## src/rtl/eli_pkg.sv

```systemverilog
package eli_pkg;
    typedef enum logic {
        ST_PRIME = 1'b0,
        ST_WATCH = 1'b1
    } eli_state_e;

    localparam int unsigned ELI_PORTS     = 16;
    localparam int unsigned ELI_SYNC_STGS = 2;
endpackage

```

## src/rtl/eli_sync.sv

```systemverilog
module eli_sync #(
    parameter int unsigned WIDTH  = 16,
    parameter int unsigned STAGES = 2
) (
    input  logic             clk,
    input  logic             rst_n,
    input  logic [WIDTH-1:0] raw_i,
    output logic [WIDTH-1:0] sync_o
);
    logic [WIDTH-1:0] stg_q [STAGES];

    genvar g;
    generate
        for (g = 0; g < STAGES; g++) begin : g_stage
            always_ff @(posedge clk or negedge rst_n) begin
                if (!rst_n) begin
                    stg_q[g] <= '0;
                end else if (g == 0) begin
                    stg_q[g] <= raw_i;
                end else begin
                    stg_q[g] <= stg_q[(g == 0) ? 0 : g-1];
                end
            end
        end
    endgenerate

    assign sync_o = stg_q[STAGES-1];
endmodule

```

## src/rtl/eli_ctl.sv

```systemverilog
module eli_ctl
    import eli_pkg::*;
#(
    parameter int unsigned SYNC_STAGES = 2
) (
    input  logic clk,
    input  logic rst_n,
    output logic watch_o
);
    localparam int unsigned CW = $clog2(SYNC_STAGES + 1) + 1;
    localparam logic [CW-1:0] PRIME_LAST = CW'(SYNC_STAGES);

    eli_state_e  state_q, state_d;
    logic [CW-1:0] cnt_q, cnt_d;

    always_ff @(posedge clk or negedge rst_n) begin
        if (!rst_n) begin
            state_q <= ST_PRIME;
            cnt_q   <= '0;
        end else begin
            state_q <= state_d;
            cnt_q   <= cnt_d;
        end
    end

    always_comb begin
        state_d = state_q;
        cnt_d   = cnt_q;
        watch_o = 1'b0;
        unique case (state_q)
            ST_PRIME: begin
                if (cnt_q == PRIME_LAST) begin
                    state_d = ST_WATCH;   // PRIME_DONE
                    cnt_d   = '0;
                end else begin
                    cnt_d = cnt_q + 1'b1;
                end
            end
            ST_WATCH: begin
                watch_o = 1'b1;
            end
            default: begin
                state_d = ST_PRIME;
                cnt_d   = '0;
            end
        endcase
    end
endmodule

```

## src/rtl/eli_latch.sv

```systemverilog
module eli_latch #(
    parameter int unsigned WIDTH = 16
) (
    input  logic             clk,
    input  logic             rst_n,
    input  logic [WIDTH-1:0] smp_i,
    input  logic [WIDTH-1:0] dir_in_i,
    input  logic             watch_i,
    input  logic             rd_stb_i,
    output logic [WIDTH-1:0] flags_o,
    output logic [WIDTH-1:0] rd_data_o
);
    logic [WIDTH-1:0] ref_q;
    logic [WIDTH-1:0] dir_q;
    logic [WIDTH-1:0] flags_q;
    logic [WIDTH-1:0] rd_q;
    logic [WIDTH-1:0] hit;
    logic [WIDTH-1:0] kept;

    always_comb begin
        hit  = (smp_i ^ ref_q) & dir_in_i & dir_q & {WIDTH{watch_i}};
        kept = rd_stb_i ? '0 : flags_q;
    end

    always_ff @(posedge clk or negedge rst_n) begin
        if (!rst_n) begin
            ref_q   <= '0;
            dir_q   <= '0;
            flags_q <= '0;
            rd_q    <= '0;
        end else begin
            ref_q   <= smp_i;
            dir_q   <= dir_in_i;
            flags_q <= kept | hit;
            if (rd_stb_i) begin
                rd_q <= flags_q;
            end
        end
    end

    assign flags_o   = flags_q;
    assign rd_data_o = rd_q;
endmodule

```

## src/rtl/edge_latch_irq.sv

```systemverilog
module edge_latch_irq
    import eli_pkg::*;
#(
    parameter int unsigned PORTS       = ELI_PORTS,
    parameter int unsigned SYNC_STAGES = ELI_SYNC_STGS
) (
    input  logic             clk,
    input  logic             rst_n,
    input  logic [PORTS-1:0] pin_i,
    input  logic [PORTS-1:0] dir_in_i,
    input  logic             rd_stb_i,
    output logic [PORTS-1:0] rd_data_o,
    output logic             irq_n_o
);
    logic [PORTS-1:0] smp;
    logic [PORTS-1:0] flags_q;
    logic             watch_en;

    eli_sync #(.WIDTH(PORTS), .STAGES(SYNC_STAGES)) u_sync (
        .clk    (clk),
        .rst_n  (rst_n),
        .raw_i  (pin_i),
        .sync_o (smp)
    );

    eli_ctl #(.SYNC_STAGES(SYNC_STAGES)) u_ctl (
        .clk     (clk),
        .rst_n   (rst_n),
        .watch_o (watch_en)
    );

    eli_latch #(.WIDTH(PORTS)) u_latch (
        .clk       (clk),
        .rst_n     (rst_n),
        .smp_i     (smp),
        .dir_in_i  (dir_in_i),
        .watch_i   (watch_en),
        .rd_stb_i  (rd_stb_i),
        .flags_o   (flags_q),
        .rd_data_o (rd_data_o)
    );

    assign irq_n_o = ~|flags_q;
endmodule

```

## config.mk

```make
export PLATFORM = sky130hd
export DESIGN_NAME = edge_latch_irq
export DESIGN_NICKNAME = d
export VERILOG_FILES = /design/src/rtl/eli_pkg.sv /design/src/rtl/eli_sync.sv /design/src/rtl/eli_ctl.sv /design/src/rtl/eli_latch.sv /design/src/rtl/edge_latch_irq.sv
export SDC_FILE = /design/constraint.sdc
export NUM_CORES = 1
export LEC_CHECK = 0
export BUFFER_PORTS_ARGS = -buffer_cell sky130_fd_sc_hd__buf_4
export CORE_MARGIN = 2
export CORE_UTILIZATION = 41
export CTS_CLUSTER_DIAMETER = 120
export DETAILED_ROUTE_END_ITERATION = 7
export GPL_TIMING_DRIVEN = 0
export MAX_ROUTING_LAYER = met4
export PLACE_DENSITY = 0.65
export SLEW_MARGIN = 20
export SYNTH_ARGS = -nofsm -noshare
export SYNTH_HDL_FRONTEND = slang
export SYNTH_SLANG_ARGS = --single-unit
```

## constraint.sdc

```tcl
create_clock -name clk -period 1.1 [get_ports clk]
set_input_delay 0.165 -clock clk [delete_from_list [all_inputs] [get_ports clk]]
set_output_delay 0.165 -clock clk [all_outputs]
set_load 0.02 [all_outputs]
```

After elaboration in Yosys (flattened, before gate mapping)
Cells that the tools add are included.
{"block": "word_totals", "latchBits": 0, "mem_bits_rw": 0, "register_bits": 100, "memories": 0, "output_inout_bits": 17, "romBits": 0, "inputBits": 35, "elab_cells": 22}
{"block": "op_classes", "shifts": 0, "addsub": 1, "n_mux": 5, "magnitude_cmp": 0, "multipliers": 0, "n_reduce_logical": 2, "eq_ne": 1, "n_div": 0, "bitwise_logic": 5}
{"operator": "$and A16 B16 Y16", "count": 3}
{"operator": "$mux W16", "count": 1}
{"operator": "$or A16 B16 Y16", "count": 1}
{"operator": "$reduce_or A16 Y1", "count": 1}
{"operator": "$xor A16 B16 Y16", "count": 1}
{"operator": "$add A3 B1 Y3 const B", "count": 1}
{"operator": "$eq A3 B2 Y1 const B", "count": 1}
{"operator": "$mux W1", "count": 3}
{"operator": "$mux W3", "count": 1}
{"operator": "$logic_not A1 Y1", "count": 1}

Longest topological paths before layout
{"block": "logic_depth", "word_depth": 5, "mapped_depth": 4, "ltp_nobuf": 3}

By module
A second synthesis with hierarchy kept.
{"block": "hier_totals", "cells_unflattened": 219, "area_unflattened_um2": 3397.0}
{"mod": "eli_latch", "seq_area_each_um2": 1601.5, "n_inst": 1, "area_each_um2": 2274.7, "cells_per_inst": 150}
{"mod": "eli_sync", "seq_area_each_um2": 800.8, "n_inst": 1, "area_each_um2": 920.9, "cells_per_inst": 48}
{"mod": "eli_ctl", "seq_area_each_um2": 100.1, "n_inst": 1, "area_each_um2": 167.7, "cells_per_inst": 16}
{"mod": "edge_latch_irq", "seq_area_each_um2": 0.0, "n_inst": 1, "area_each_um2": 33.8, "cells_per_inst": 5}

Worst setup path before layout
Ideal clock, no wire load.
{"block": "synth_timing", "path_type": "flip-flop to output port", "start": "register u_latch.flags_q[10] (netlist: u_latch.flags_o[10])", "end": "output port irq_n_o", "required_time_ns": 0.935, "path_stages_with_launch": 3, "setup_slack_ns": 0.012, "path_buffers": 0, "t_arrival_ns": 0.923, "path_cell_list": "dfrtp_1 nor4_1 and4_1"}
{"block": "synth_via", "elab_chain_cells": 2}
{"item": "start, declared", "line": "eli_latch.sv:15", "source": "logic [WIDTH-1:0] flags_q;"}
{"item": "start signal, assigned", "line": "eli_latch.sv:34", "source": "flags_q <= kept | hit;"}
{"item": "$reduce_or A16 Y1", "line": "edge_latch_irq.sv:43", "source": "assign irq_n_o = ~|flags_q;"}
{"item": "$logic_not A1 Y1", "line": "edge_latch_irq.sv:43"}
{"item": "end, declared", "line": "edge_latch_irq.sv:13", "source": "output logic irq_n_o"}
No other way between the ends.

Final worst setup path
Same ends and word-level chain as after synthesis.

==> results.txt <==
----------------------------------------------------
[Status]
  Run status ... finished, violations left
  Violations in the final reports ... setup timing

[Floorplanning]
  Site row count ... 32
  Number of primary I/O pins ... 52
  Floorplan die height ... 93.4 um
  Die outline area ... 0.00872 mm^2
  Floorplan die width ... 93.4 um
  Initial cell density of the core ... 42.4%
  Core Box Area ... 0.00773 mm^2

[Drt]
  Vias per inst ... 4.53
  Drt first-iter violations ... 72
  Number of nets still failing antenna checks after routing ... 0
  Wire per inst ... 13.3 um
  Drt total wl ... 5.50 mm
  Via total after detailed routing ... 1869
  Final routed DRC violation total ... 0
  First-pass iteration count of the detailed router ... 4

[Place]
  Number of buffers inserted by port buffering ... 50
  Last weighted congestion value of the routability-driven placer ... 0.698
  Post-place setup slack ... -0.328 ns
  Cells after DPL ... 355
  Detailed-placement wirelength estimate ... 3.50 mm

[Clocking]
  Clock tree root driver cell ... clkbuf_8
  Longest Clk Path Bufs ... 2
  Deepest level of the CTS H-tree ... 3
  Clock buffer count from CTS ... 9
  Clock input transition at the sequential cells of the worst setup and hold paths ... 0.09 ns
  Clock tree from TritonCTS ... yes
  Count of clock tree sinks ... 100
  Clk Latency, worst-skew pair ... 0.35 ns

[Global routing]
  Pin count of the biggest net entering global routing ... 101
  Via count of the first global-routing pass ... 1900
  All-Layer GR Usage ... 14.4%
  Met3 GRT Util ... 5.40%
  Global routing usage on met1 ... 18.2%
  Global-route wire length before repair ... 9.27 mm
  Initial antenna violation count ... 0
  Global-route met2 utilization ... 22.1%
  GR peak layer ... met2
  Total grt overflow ... 0

[Setup path]
  Biggest fanout along the worst timing path ... 3
  Startpoint of the worst register-to-register path ... u_ctl.cnt_q[0]
  R2R depth ... 3
  Startpoint type of the worst setup path ... flip-flop
  Capture point of the worst reg-to-reg path ... u_ctl.cnt_q[1]
  WP data required ... 0.94 ns
  Worst setup path category ... reg -> out
  R2R setup slack ... 0.09 ns
  Arrival time of data at the critical path endpoint ... 1.48 ns
  Crit. End Element ... primary output

[Yosys]
  Sequential area share after synthesis ... 76.4%
  Cell taking the most area after synthesis ... dfrtp_1
  Post-Syn Area ... 0.00328 mm^2
  Distinct cells, synth ... 19
  Average cell area after synthesis ... 16.1 um^2
  Most area-consuming cells after synthesis ... dfrtp_1, mux2_4, xnor2_1, o22ai_1, nand3_1
  Synthesized flop and latch total ... 100
  YS warnings ... 0
  Synthesized instance count ... 203
  Synth Net Count ... 238
  Top-area cell type share of the netlist area ... 76.4%

[Worst hold path]
  Worst Min Path Start ... rd_stb_i
  Worst hold path type ... in -> reg
  Hold Path Stages ... 2
  Worst Hold Endpoint ... u_latch.rd_data_o[15]

[Layout]
  Fraction of final layout cells sized beyond drive strength 1 ... 32.5%
  Final core utilization ... 57.8%
  Total number of nets in the final design ... 342
  Number of antenna diodes ... 0
  Signed area change from the synthesized netlist to the final layout ... 36.4%
  Commonest non-fill, non-tap cell in the layout ... dfrtp_1
  Commonest non-fill, non-tap cells in the layout ... dfrtp_1, buf_4, dlygate4sd3_1, xnor2_1
  Filler cell count in the final layout ... 614
  Count of non-filler cells in the finished layout ... 413

[Power]
  PwrDens ... 1670 mW/mm^2
  Leakage power ... 2.08 nW
  Max IR drop VDD ... 0.00106 V

[Timing]
  Slew margin rel. ... 50.5%
  Period utilization ... 149%
  Final critical-path required period ... 1.64 ns
  Final number of hold-violating endpoints ... 0
  Transition time at the pin with the least slew margin ... 0.742 ns
  Setup Total Neg Slack ... -0.544 ns
  Highest Clock Rate ... 608 MHz
  Number of max-slew violations in the final report ... 0
  RSZ-0062 raised after global routing ... yes
  Slack of the critical path ... -0.544 ns
  Worst clock skew ... 0.00887 ns
  Number of endpoints failing setup at the final stage ... 1

[Job]
  Max cap viols ... 0

----------------------------------------------------
metal layers:
metal	share of wire, %	vias up	routed length, um
met4	0.82	0	45
met5	0	-	0
met2	50	42	2730
met3	5.0	8	273
li1	-	880	-
met1	44	939	2440
through the flow:
step                area (um^2)  hold WS [ns]  total power [mW]
floorplan                  3280        -0.131              4.49
detailed placement         3780         0.275              4.88
finish                     4470        0.0914              7.46
CTS                        4390        0.0683              7.50
global route               4470        0.0797              7.83
global placement           3780         0.274              4.85
Yosys cell counts:
library cell	number
o21bai_1	1
and2b_2	1
buf_12	1
mux2_2	2
nand2_1	3
xnor2_1	17
and4_1	1
o21ai_0	2
mux2_4	14
nor4_1	4
inv_1	16
buf_6	2
buf_2	3
nand3b_1	1
nand3_1	16
nor2_1	1
o22ai_1	16
nand2b_1	2
dfrtp_1	100
area by class of cell:
class	count	area, um^2	share of cell area [%]
plain buffers	6	57.6	1.29
clock buffers	9	124	2.77
clock inverters	6	88.8	1.99
inverters	16	60.1	1.34
multi-input cells	81	684	15.3
flip-flops and latches	100	2500	56.0
well taps	102	128	2.86
repair buffers	93	825	18.4
worst max-delay path, cell delays in order (launching register included):
cell and delay (ns):
dfrtp_1 0.41, nor4_1 0.33, and4_1 0.26, buf_6 0.12
state kept, by name (all words and copies together) (netlist names):
name	cells
u_latch.flags_o	16
u_ctl.cnt_q	3
u_sync.sync_o	16
u_latch.ref_q	16
u_latch.rd_data_o	16
u_ctl.state_q	1
u_sync.stg_q	16
u_latch.dir_q	16
power by group:
part	internal [mW]	switching, mW
clock	1.27	1.19
combinational	0.551	0.368
sequential	3.92	0.161
total	5.75	1.72
worst max path at each step:
stage | start | to | slack (ns)
6_report | u_latch.flags_o[10] | irq_n_o | -0.54
3_5_place_dp | u_latch.flags_o[2] | irq_n_o | -0.33
4_1_cts | u_latch.flags_o[15] | irq_n_o | -0.59
2_1_floorplan | u_latch.flags_o[10] | irq_n_o | 0.01
3_3_place_gp | u_latch.flags_o[2] | irq_n_o | -0.33
5_1_grt | u_latch.flags_o[15] | irq_n_o | -0.65
cell families (layout without fill, tap and decap cells):
logic type	after synthesis	in the layout	share of synthesized area (%)
compound gates	19	19	3.59
mux	16	16	7.10
xor+xnor	17	17	4.54
buf+inv	22	130	3.59
simple gates	29	29	4.81
flops	100	100	76.4
timing repair:
item / 4_1_cts / 5_1_grt
resized for setup: 6 / 9
setup buffers: 4 / 6
endpoints found under the setup margin: 7 / 114
hold buffers: 33 / 0
endpoints found under the hold margin: 132 / 0
pin swaps: 2 / 0
Note: power is estimated with default switching activity, not from simulation.
